## src/rtl/psq_pkg.sv

```systemverilog
// Shared types and constants for the PLL frequency-change sequencer.
// Assumes a 32-bit register bus and a fixed register layout per cluster.
package psq_pkg;

    localparam int BUS_W = 32;

    // Register offsets within one cluster window (decoded by the slave).
    localparam logic [11:0] OFF_PWR    = 12'h070;
    localparam logic [11:0] OFF_CMD    = 12'h080;
    localparam logic [11:0] OFF_STAT   = 12'h084;
    localparam logic [11:0] OFF_BYP    = 12'h0AC;
    localparam logic [11:0] OFF_FRACLO = 12'h100;
    localparam logic [11:0] OFF_FRACHI = 12'h104;
    localparam logic [11:0] OFF_DIV    = 12'h108;
    localparam logic [11:0] OFF_LOOP   = 12'h10C;

    localparam int LOCK_BIT = 9;
    localparam logic [BUS_W-1:0] M_BYP      = 32'h0000_0001;
    localparam logic [BUS_W-1:0] M_CORE_RST = 32'h0000_0010;
    localparam logic [BUS_W-1:0] M_POST_RST = 32'h0000_0020;
    localparam logic [BUS_W-1:0] M_VCO_UPD  = 32'h0000_0001;

    localparam logic [3:0] POST_DIV = 4'd1;
    localparam logic [BUS_W-1:0] LOOP_WORD =
        (32'd3 << 0) | (32'd2 << 4) | (32'd0 << 7) | (32'd50 << 10);

    typedef enum logic [3:0] {
        ST_IDLE, ST_BYP_SET, ST_RST_ON, ST_FRAC_LO, ST_FRAC_HI, ST_DIV_INT,
        ST_LOOP_CFG, ST_CORE_REL, ST_VCO_UPD, ST_WAIT, ST_POLL, ST_POST_REL,
        ST_BYP_CLR
    } step_e;

    typedef enum logic [1:0] {PH_RD_REQ, PH_RD_WAIT, PH_WR_REQ, PH_WR_WAIT} phase_e;

    typedef struct packed {
        logic             rmw;
        logic [11:0]      off;
        logic [BUS_W-1:0] set_m;
        logic [BUS_W-1:0] clr_m;
    } op_t;

    // Register target and bit masks of each bus step.
    function automatic op_t op_of(step_e s);
        op_t o;
        o = '{rmw: 1'b0, off: 12'h000, set_m: '0, clr_m: '0};
        case (s)
            ST_BYP_SET:  o = '{1'b1, OFF_BYP,    M_BYP,      32'h0};
            ST_RST_ON:   o = '{1'b1, OFF_PWR,    32'h0,      M_CORE_RST | M_POST_RST};
            ST_FRAC_LO:  o = '{1'b0, OFF_FRACLO, 32'h0,      32'h0};
            ST_FRAC_HI:  o = '{1'b0, OFF_FRACHI, 32'h0,      32'h0};
            ST_DIV_INT:  o = '{1'b0, OFF_DIV,    32'h0,      32'h0};
            ST_LOOP_CFG: o = '{1'b0, OFF_LOOP,   32'h0,      32'h0};
            ST_CORE_REL: o = '{1'b1, OFF_PWR,    M_CORE_RST, 32'h0};
            ST_VCO_UPD:  o = '{1'b1, OFF_CMD,    M_VCO_UPD,  32'h0};
            ST_POLL:     o = '{1'b0, OFF_STAT,   32'h0,      32'h0};
            ST_POST_REL: o = '{1'b1, OFF_PWR,    M_POST_RST, 32'h0};
            ST_BYP_CLR:  o = '{1'b1, OFF_BYP,    32'h0,      M_BYP};
            default:     o = '{1'b0, 12'h000,    32'h0,      32'h0};
        endcase
        return o;
    endfunction

    // Integer divider for a frequency code; bit 10 flags a valid code.
    function automatic logic [10:0] ndiv_of(logic [1:0] code);
        case (code)
            2'd1:    return {1'b1, 10'h078};
            2'd2:    return {1'b1, 10'h03C};
            2'd3:    return {1'b1, 10'h01E};
            default: return {1'b0, 10'h000};
        endcase
    endfunction

    // Step that follows a completed bus step.
    function automatic step_e step_after(step_e s, logic div_ok);
        case (s)
            ST_BYP_SET:  return ST_RST_ON;
            ST_RST_ON:   return div_ok ? ST_FRAC_LO : ST_CORE_REL;
            ST_FRAC_LO:  return ST_FRAC_HI;
            ST_FRAC_HI:  return ST_DIV_INT;
            ST_DIV_INT:  return ST_LOOP_CFG;
            ST_LOOP_CFG: return ST_CORE_REL;
            ST_CORE_REL: return ST_VCO_UPD;
            ST_VCO_UPD:  return ST_WAIT;
            ST_POST_REL: return ST_BYP_CLR;
            default:     return ST_IDLE;
        endcase
    endfunction

    // First bus phase of a step: read for RMW and polls, otherwise write.
    function automatic phase_e first_phase(step_e s);
        return (op_of(s).rmw || s == ST_POLL) ? PH_RD_REQ : PH_WR_REQ;
    endfunction

endpackage

```

## src/rtl/psq_base_map.sv

```systemverilog
// Maps a cluster index to its register window base address.
// Assumes windows are evenly spaced; out-of-range indices use window 0.
module psq_base_map #(
    parameter int          CL_W         = 3,
    parameter int          NUM_CLUSTERS = 4,
    parameter logic [31:0] BASE_ADDR    = 32'h6600_0000,
    parameter logic [31:0] STRIDE       = 32'h0000_2000
) (
    input  logic [CL_W-1:0] cluster_i,
    output logic [31:0]     base_o
);
    // Select the window for a valid index, window 0 otherwise.
    always_comb begin
        base_o = BASE_ADDR;
        for (int i = 1; i < NUM_CLUSTERS; i++) begin
            if (cluster_i == CL_W'(i)) base_o = BASE_ADDR + STRIDE * 32'(i);
        end
    end
endmodule

```

## src/rtl/psq_bus_port.sv

```systemverilog
// Single-access bus master port: holds one request on the valid/ready bus
// until accepted, then returns a one-cycle ack with the captured read data.
// Assumes the requester issues a new request only after the previous ack.
module psq_bus_port (
    input  logic        clk,
    input  logic        rst_n,
    input  logic        req_i,
    input  logic        req_we_i,
    input  logic [31:0] req_addr_i,
    input  logic [31:0] req_wdata_i,
    output logic        ack_o,
    output logic [31:0] rdata_o,
    output logic        bus_valid_o,
    output logic        bus_write_o,
    output logic [31:0] bus_addr_o,
    output logic [31:0] bus_wdata_o,
    input  logic        bus_ready_i,
    input  logic [31:0] bus_rdata_i
);
    // Launch, hold and retire one access; capture read data on acceptance.
    always_ff @(posedge clk) begin
        if (!rst_n) begin
            bus_valid_o <= 1'b0;
            bus_write_o <= 1'b0;
            bus_addr_o  <= '0;
            bus_wdata_o <= '0;
            ack_o       <= 1'b0;
            rdata_o     <= '0;
        end else begin
            ack_o <= 1'b0;
            if (bus_valid_o) begin
                if (bus_ready_i) begin
                    bus_valid_o <= 1'b0;
                    ack_o       <= 1'b1;
                    rdata_o     <= bus_rdata_i;
                end
            end else if (req_i) begin
                bus_valid_o <= 1'b1;
                bus_write_o <= req_we_i;
                bus_addr_o  <= req_addr_i;
                bus_wdata_o <= req_wdata_i;
            end
        end
    end
endmodule

```

## src/rtl/psq_poll_timer.sv

```systemverilog
// Lock-poll pacing: a wait counter that runs while enabled and expires
// after POLL_WAIT cycles, plus a count of failed polls.
// Assumes POLL_WAIT >= 1 and POLL_MAX >= 1.
module psq_poll_timer #(
    parameter int POLL_WAIT = 256,
    parameter int POLL_MAX  = 1500
) (
    input  logic clk,
    input  logic rst_n,
    input  logic run_i,
    input  logic clr_i,
    input  logic inc_i,
    output logic expired_o,
    output logic last_o
);
    localparam int WAIT_W = $clog2(POLL_WAIT + 1);
    localparam int TRY_W  = $clog2(POLL_MAX + 1);

    logic [WAIT_W-1:0] wait_cnt;
    logic [TRY_W-1:0]  tries;

    // Count cycles spent waiting; restart whenever the wait is left.
    always_ff @(posedge clk) begin
        if (!rst_n || !run_i) wait_cnt <= '0;
        else                  wait_cnt <= wait_cnt + 1'b1;
    end

    // Count unsuccessful polls of the current sequence.
    always_ff @(posedge clk) begin
        if (!rst_n || clr_i) tries <= '0;
        else if (inc_i)      tries <= tries + 1'b1;
    end

    assign expired_o = run_i && (wait_cnt == WAIT_W'(POLL_WAIT - 1));
    assign last_o    = (tries == TRY_W'(POLL_MAX - 1));
endmodule

```

## src/rtl/psq_sequencer.sv

```systemverilog
// PLL frequency-change sequencer top. On start it records the cluster
// window and divider and walks the fixed retune order over the register
// bus, one access at a time. Assumes the slave answers every access.
module psq_sequencer
    import psq_pkg::*;
#(
    parameter int          CL_W         = 3,
    parameter int          NUM_CLUSTERS = 4,
    parameter logic [31:0] BASE_ADDR    = 32'h6600_0000,
    parameter logic [31:0] STRIDE       = 32'h0000_2000,
    parameter int          POLL_WAIT    = 256,
    parameter int          POLL_MAX     = 1500
) (
    input  logic            clk,
    input  logic            rst_n,
    input  logic            start_i,
    input  logic [CL_W-1:0] cluster_i,
    input  logic [1:0]      fsel_i,
    output logic            busy_o,
    output logic            done_o,
    output logic            lock_err_o,
    output logic            bus_valid_o,
    output logic            bus_write_o,
    output logic [31:0]     bus_addr_o,
    output logic [31:0]     bus_wdata_o,
    input  logic            bus_ready_i,
    input  logic [31:0]     bus_rdata_i
);
    step_e       step;
    phase_e      phase;
    logic [31:0] base_q;
    logic [9:0]  ndiv_q;
    logic        div_ok_q;
    logic        err_q;
    logic        done_q;

    logic [31:0] base_w;
    logic [10:0] ndiv_w;
    op_t         op;
    logic        req, ack, expired, last_try, lock_seen, poll_fail;
    logic [31:0] rdata, wdata;

    psq_base_map #(
        .CL_W(CL_W), .NUM_CLUSTERS(NUM_CLUSTERS),
        .BASE_ADDR(BASE_ADDR), .STRIDE(STRIDE)
    ) u_map (
        .cluster_i(cluster_i), .base_o(base_w)
    );

    psq_poll_timer #(.POLL_WAIT(POLL_WAIT), .POLL_MAX(POLL_MAX)) u_timer (
        .clk(clk), .rst_n(rst_n),
        .run_i(step == ST_WAIT), .clr_i(step == ST_IDLE), .inc_i(poll_fail),
        .expired_o(expired), .last_o(last_try)
    );

    psq_bus_port u_port (
        .clk(clk), .rst_n(rst_n),
        .req_i(req), .req_we_i(phase == PH_WR_REQ),
        .req_addr_i(base_q + 32'(op.off)), .req_wdata_i(wdata),
        .ack_o(ack), .rdata_o(rdata),
        .bus_valid_o(bus_valid_o), .bus_write_o(bus_write_o),
        .bus_addr_o(bus_addr_o), .bus_wdata_o(bus_wdata_o),
        .bus_ready_i(bus_ready_i), .bus_rdata_i(bus_rdata_i)
    );

    assign ndiv_w    = ndiv_of(fsel_i);
    assign op        = op_of(step);
    assign lock_seen = rdata[LOCK_BIT];
    assign poll_fail = (step == ST_POLL) && (phase == PH_RD_WAIT) && ack && !lock_seen;
    assign req       = (step != ST_IDLE) && (step != ST_WAIT) &&
                       (phase == PH_RD_REQ || phase == PH_WR_REQ);

    // Write data: fixed words for divider steps, masked read data otherwise.
    always_comb begin
        case (step)
            ST_FRAC_LO, ST_FRAC_HI: wdata = '0;
            ST_DIV_INT:  wdata = {16'h0, POST_DIV, 2'b00, ndiv_q};
            ST_LOOP_CFG: wdata = LOOP_WORD;
            default:     wdata = (rdata & ~op.clr_m) | op.set_m;
        endcase
    end

    // Step and phase sequencing, lock decision and result flags.
    always_ff @(posedge clk) begin
        if (!rst_n) begin
            step     <= ST_IDLE;
            phase    <= PH_RD_REQ;
            base_q   <= '0;
            ndiv_q   <= '0;
            div_ok_q <= 1'b0;
            err_q    <= 1'b0;
            done_q   <= 1'b0;
        end else begin
            done_q <= 1'b0;
            case (step)
                ST_IDLE: begin
                    if (start_i) begin
                        base_q   <= base_w;
                        div_ok_q <= ndiv_w[10];
                        ndiv_q   <= ndiv_w[9:0];
                        err_q    <= 1'b0;
                        step     <= ST_BYP_SET;
                        phase    <= PH_RD_REQ;
                    end
                end
                ST_WAIT: begin
                    if (expired) begin
                        step  <= ST_POLL;
                        phase <= PH_RD_REQ;
                    end
                end
                default: begin
                    case (phase)
                        PH_RD_REQ: phase <= PH_RD_WAIT;
                        PH_WR_REQ: phase <= PH_WR_WAIT;
                        PH_RD_WAIT: begin
                            if (ack) begin
                                if (step != ST_POLL) begin
                                    phase <= PH_WR_REQ;
                                end else if (lock_seen || last_try) begin
                                    if (!lock_seen) err_q <= 1'b1;
                                    step  <= ST_POST_REL;
                                    phase <= PH_RD_REQ;
                                end else begin
                                    step <= ST_WAIT;
                                end
                            end
                        end
                        PH_WR_WAIT: begin
                            if (ack) begin
                                if (step == ST_BYP_CLR) begin
                                    step   <= ST_IDLE;
                                    done_q <= 1'b1;
                                end else begin
                                    step  <= step_after(step, div_ok_q);
                                    phase <= first_phase(step_after(step, div_ok_q));
                                end
                            end
                        end
                        default: phase <= PH_RD_REQ;
                    endcase
                end
            endcase
        end
    end

    assign busy_o     = (step != ST_IDLE);
    assign done_o     = done_q;
    assign lock_err_o = err_q;
endmodule

```

## config.mk

```make
export PLATFORM = sky130hd
export DESIGN_NAME = psq_sequencer
export DESIGN_NICKNAME = d
export VERILOG_FILES = /design/src/rtl/psq_pkg.sv /design/src/rtl/psq_base_map.sv /design/src/rtl/psq_bus_port.sv /design/src/rtl/psq_poll_timer.sv /design/src/rtl/psq_sequencer.sv
export SDC_FILE = /design/constraint.sdc
export NUM_CORES = 1
export LEC_CHECK = 0
export ABC_AREA = 1
export BUFFER_PORTS_ARGS = -buffer_cell sky130_fd_sc_hd__buf_2
export CORE_ASPECT_RATIO = 0.6
export CORE_MARGIN = 2
export CORE_UTILIZATION = 40
export CTS_CLUSTER_SIZE = 10
export DETAILED_ROUTE_END_ITERATION = 7
export GPL_TIMING_DRIVEN = 0
export HOLD_SLACK_MARGIN = 0.12
export PLACE_DENSITY_LB_ADDON = 0.3
export SYNTH_ARGS = -nofsm -noshare
export SYNTH_HDL_FRONTEND = slang
export SYNTH_SLANG_ARGS = --single-unit
```

## constraint.sdc

```tcl
create_clock -name clk -period 3.5 [get_ports clk]
set_input_delay 1.05 -clock clk [delete_from_list [all_inputs] [get_ports clk]]
set_output_delay 1.05 -clock clk [all_outputs]
set_load 0.02 [all_outputs]
```

Word level (Yosys, flattened, before mapping)
Memories as Yosys holds them, arrays and structs flattened. A register that Yosys moved wholly into a read port is not among the register bits.
Cells that the tools add are included.
Operators by class
  bitwise gates (word level): 8
  eq/ne operators: 35
  $add $sub $neg: 3
  muxes and demuxes: 50
  reductions and logical operators: 31
Operator list (count)
  $mux W77: 5
  $pmux W32 S3: 1
  $mux W4: 13
  $pmux W4 S9: 1
  $pmux W11 S3: 1
  $add A32 B12 Y32: 1
  $and A32 B32 Y32: 1
  $not A32 Y32: 1
  $or A32 B32 Y32: 1
  $mux W15: 2
  $eq A4 B4 Y1 const B: 6
  $mux W2: 9
  $eq A4 B3 Y1 const B: 4
  $pmux W4 S2: 2
  $mux W14: 1
  $reduce_and A6 Y1: 2
  $add A11 B1 Y11 const B: 1
  $eq A11 B11 Y1 const B: 1
  $mux W1: 11
  $add A9 B1 Y9 const B: 1
  $eq A9 B8 Y1 const B: 1
  $eq A2 B2 Y1 const B: 4
  $eq A4 B2 Y1 const B: 2
  $ne A4 B1 Y1 const B: 2
  other kinds (25): 53
Word-level totals
  bits in read-only memories: 448
  input bits: 41
  bits in registers: 170
  memories kept: 2
  output and inout port bits: 69
Memory list
  (no name shown): words 16, bits a word 14, read ports 1, clocked after Yosys merged registers in 0, wr ports 0, RTL line psq_pkg.sv:46  | case (s)
  (no name shown): words 16, bits a word 14, read ports 1, clocked after Yosys merged registers in 1, wr ports 0, RTL line psq_pkg.sv:46

Longest topological paths before layout
An unclocked memory read counts as a cell.
  depth in word-level cells: 19
  mapped depth: 24
  gate-level depth less buffers: 24

By module
From an unflattened synthesis, not the netlist that was laid out.
Unflattened totals
  cell total of the unflattened synthesis: 1303
  area total of the unflattened synthesis: 8822.2 um2
By module, submodules not included
  psq_bus_port: area an instance 3917.5 um2, cells each 566, instances 1
  psq_sequencer: area an instance 3718.6 um2, cells each 569, instances 1
  psq_poll_timer: area an instance 938.4 um2, cells each 132, instances 1
  psq_base_map: area an instance 247.7 um2, cells each 36, instances 1

Worst setup path after synthesis
Ideal clock, no wire load.
  path type: register -> register
  start: register u_timer.wait_cnt[0]
  end: register, netlist name op[69]
  path slack: 1.016 ns
  buffers on the path: 0
  data arrival time: 2.371 ns
  cell stages (with the launch flop): 25
  cell sequence: dfxtp_1 -> ha_1 -> nand2_1 -> nor2_1 -> inv_1 -> nor2_1 -> nand2_1 -> inv_1 -> nand2_1 -> nor2_1 -> ha_1 -> nand3b_1 -> nand2_1 -> inv_1 -> nand2_1 -> nor2_2 -> nand3_1 -> nand2_1 -> nand2_1 -> inv_1 -> ha_1 -> nand2_1 -> nand2_1 -> nand2_1 -> nand2_1
Between the ends
  longest elaborated chain between the ends: 6
Ends and longest elaborated chain
  start: declaration: RTL line psq_poll_timer.sv:19  | logic [WAIT_W-1:0] wait_cnt;
  start signal: assignment: RTL line psq_poll_timer.sv:25  | else wait_cnt <= wait_cnt + 1'b1;
  $eq A9 B8 Y1: RTL line psq_poll_timer.sv:34  | assign expired_o = run_i && (wait_cnt == WAIT_W'(POLL_WAIT - 1));
  $logic_and A1 B1 Y1: RTL line psq_poll_timer.sv:34
  $ne A2 B2 Y1 (no line)
  $reduce_and A6 Y1 (no line)
  $mux W4 (no line) (2 in a row)
Every way passes these cells.
A chain may end at the register's enable or synchronous reset.

Worst setup path after layout
  start: register u_timer.wait_cnt[0]
  end: register, netlist name op[66]
Between the ends
  longest elaborated chain between the ends: 6
Ends and longest elaborated chain (RTL line)
  $eq A9 B8 Y1: psq_poll_timer.sv:34
  $logic_and A1 B1 Y1: psq_poll_timer.sv:34
  $ne A2 B2 Y1 (no line)
  $reduce_and A6 Y1 (no line)
  $mux W4 (no line) (2 in a row)
Every way passes these cells.

==> results.md <==
* H-tree depth at 4
* Async S/R FF share, synth at 0%
* Vias at 4978
* Area of the die at 14300 µm²
* P_int at 3550 µW
* Die X at 153 µm
* Iteration-0 DRC Markers at 379
* Post-synth top cells: nand2_1, dfxtp_1, nand3_1
* RR Endpoint: op[66]
* DRT Wirelength at 14200 µm
* Worst Hold Launch: op[71]
* Synth Instances at 728
* Tmin final at 3.10 ns
* Multi-input logic area at 2390 µm²
* CTS tree: done
* Storage cell area at 2460 µm²
* Mapped Area at 5340 µm²
* Setup_tns at 0 ns
* Clk buf depth at 2
* GRT Residual Overflow at 0
* HPWL after DPL at 10600 µm
* Worst EP required at 3.77 ns
* CTS clock-pin slew for the worst setup and hold paths at 0.06 ns
* End of the worst hold path: u_port.bus_addr_o[7]
* Arrival time at the worst endpoint at 3.37 ns
* Sequential area share after synthesis at 46.1%
* RSZ-0062 raised after global routing: false
* #FFs+latches synth at 123
* Port Buffers at 89
* Clock Power Share at 30.1%
* Post-CTS sizing at 0
* Core Region at 12900 µm²
* First-pass GRT wire length at 22300 µm
* RePlAce Congestion at 0.922
* Nets@finish at 908
* Peak VDD IR at 0.000384 V
* Worst slew pin tran at 0.836 ns
* Number of distinct library cells after synthesis at 37
* Vias per cell at 4.80
* Hold path depth at 2
* Post-Layout Cell Count at 1037
* Ys Warns at 0
* Clk Latency, worst-skew pair at 0.41 ns
* Fin. Hold Viols at 0
* Most frequent cell after synthesis: nand2_1
* Initial antenna violation count at 2
* Die outline height at 93.5 µm
* Comb pwr share at 40.4%
* Static leakage at 0.00313 µW
* Slack of the worst reg-to-reg path at 0.40 ns
* Antenna diode count at 0
* Clk root buf: clkbuf_16
* CTS Buf Count at 17
* Largest net degree at the start of global routing at 17
* Starting Density at 41.3%
* Clock Sinks at 123
* Yosys top cell area share at 46.1%
* Most area-consuming cells after synthesis: dfxtp_1, nand2_1, nand3_1
* Setup Viol. Count Final at 0
* Psw at 2570 µW
* Filler Cell Count at 1271
* Fmax at 322 MHz
* Detailed Routing Iterations Pass 1 at 5
* Register-to-Register Path Depth at 23
* Postcts setup bufs at 0
* Clk_skew at 0.00891 ns
* Sequential Power Share at 29.4%
* Switching Fraction at 42.1%
* # IOs at 110
* Fin. max-slew vios at 0
* CTS Hold Bufs at 0
* Share of cells above drive strength 1 at 21.5%
* Syn_area_per_cell at 7.34 µm²
* Final period util at 88.6%
* Worst R2R Start: u_timer.wait_cnt[0]
* Hold Crit Class: flop to flop
* DRC violations left at 0
* Crit Path Class: flop to flop
* Startpoint types: flop
* Synthesis-to-finish area growth at 25.3%
* Core Rows at 32
* Status: complete, no violations
* Power density over the cells at 914 nW/µm²
* Critical path fanouts, max at 6
* GR Util All Layers at 20.2%
* Endpoint type of the worst setup path: flop
* Vias in the first global route at 4303
* Worst slew margin at 44.0%
* Critical Path Start: u_timer.wait_cnt[0]
* Max_cap viols at 0
* Routed Antenna Nets at 0
* Predominant post-synthesis flop cell: dfxtp_1
* Avg WL per Cell at 13.7 µm
* Placed cells at 1005
* Synth area leader: dfxtp_1
* Post-synth EDFFs at 0
==> final cells by class <==
class / instances / share of cell area (%)
Clock inverter: 12 / 2.41
Timing Repair Buffer: 89 / 6.65
Buffer: 52 / 4.48
Tap cell: 170 / 3.18
Sequential cell: 123 / 36.8
Multi-Input combinational cell: 502 / 35.7
Inverter: 69 / 3.87
Clock buffer: 20 / 6.97
==> worst max-delay path by stage <==
stage                        end  slack (ns)  depth (start not counted)
after CTS                 op[66]        0.45                         23
final                     op[66]        0.40                         23
after global placement    op[66]        0.51                         23
after detailed placement  op[66]        0.47                         23
after floorplan           op[69]        1.02                         24
after global routing      op[69]        0.10                         24
==> power by group through the flow <==
| stage | Sequential, µW | Clock [µW] | Combinational, µW |
|---|---|---|---|
| 3_3_place_gp | 1820 | 0 | 2430 |
| 6_report | 1800 | 1840 | 2470 |
| 3_5_place_dp | 1820 | 0 | 2430 |
| 5_1_grt | 1820 | 1930 | 2740 |
| 4_1_cts | 1800 | 1870 | 2450 |
| 2_1_floorplan | 1910 | 0 | 1620 |
==> per-layer routing <==
| metal | global-route usage, % | part of all wire (%) | vias up |
|---|---|---|---|
| met2 | 25.4 | 37 | 178 |
| met4 | 5.79 | 0.82 | 0 |
| li1 | - | - | 2556 |
| met3 | 5.33 | 7.7 | 12 |
| met1 | 32.4 | 54 | 2232 |
| met5 | 0 | 0 | - |
==> layout by cell type (no fill, tap or decap), drive strengths merged <==
cell type | Yosys | layout
a21oi | 65 | 65
a221oi | 1 | 1
a22oi | 2 | 2
a31oi | 1 | 1
a41oi | 1 | 1
and3 | 1 | 1
buf | 35 | 124
bufinv | 0 | 3
clkbuf | 17 | 37
clkinv | 0 | 4
clkinvlp | 0 | 3
conb | 1 | 19
dfxtp | 123 | 123
ha | 13 | 13
inv | 69 | 71
nand2 | 209 | 209
nand3 | 77 | 77
nand3b | 1 | 1
nand4 | 3 | 3
nor2 | 57 | 57
nor3 | 7 | 7
nor3b | 4 | 4
nor4 | 1 | 1
o21a | 3 | 3
o21ai | 33 | 33
o21bai | 1 | 1
or2 | 2 | 2
xnor2 | 1 | 1
==> state kept, by name, indices dropped and copies added (netlist names) <==
name	cells
u_port.bus_valid_o	1
lock_err_o	1
phase	2
u_timer.wait_cnt	9
u_port.bus_write_o	1
u_port.rdata_o	32
base_q	3
u_port.bus_addr_o	9
u_port.bus_wdata_o	32
step	4
u_port.ack_o	1
u_timer.tries	11
op	11
done_o	1
ndiv_q	5
==> per-stage QoR <==
stage | total power, µW | cell area (µm²) | hold slack (ns) | util [%] | setup slack (ns)
finish | 6120 | 6700 | 0.443 | 51.8 | 0.398
global route | 6500 | 6700 | 0.465 | 51.8 | 0.102
CTS | 6110 | 6700 | 0.444 | 51.8 | 0.448
detailed placement | 4250 | 6070 | 0.437 | 46.9 | 0.475
global placement | 4250 | 6070 | 0.431 | 46.9 | 0.511
floorplan | 3530 | 5410 | 0.418 | - | 1.02
==> cells by family after synthesis <==
kind of cell	synth area share (%)
flip-flops	46.1
buffers and inverters	10.5
AND/OR/NAND/NOR	29.7
XOR/XNOR	0.164
other	0.0702
adder cells (fa/ha/maj)	3.04
AO/OA/AOI/OAI	10.5
==> critical path: stages (launching register included) <==
cell,delay [ns]
dfxtp_1,0.35
ha_1,0.17
nand2_1,0.06
nor2_1,0.10
inv_1,0.06
nor2_1,0.12
nand2_1,0.07
inv_1,0.06
nand2_1,0.06
nor2_1,0.13
ha_1,0.16
nand3b_1,0.15
nand2_1,0.12
inv_1,0.09
nand2_1,0.06
nor2_2,0.15
nand3_1,0.08
nand2_1,0.11
nand2_1,0.18
ha_1,0.24
nand2_1,0.06
nor2_1,0.06
nor2_1,0.19
nand2_1,0.13
Power figures use the tool's default switching activity.
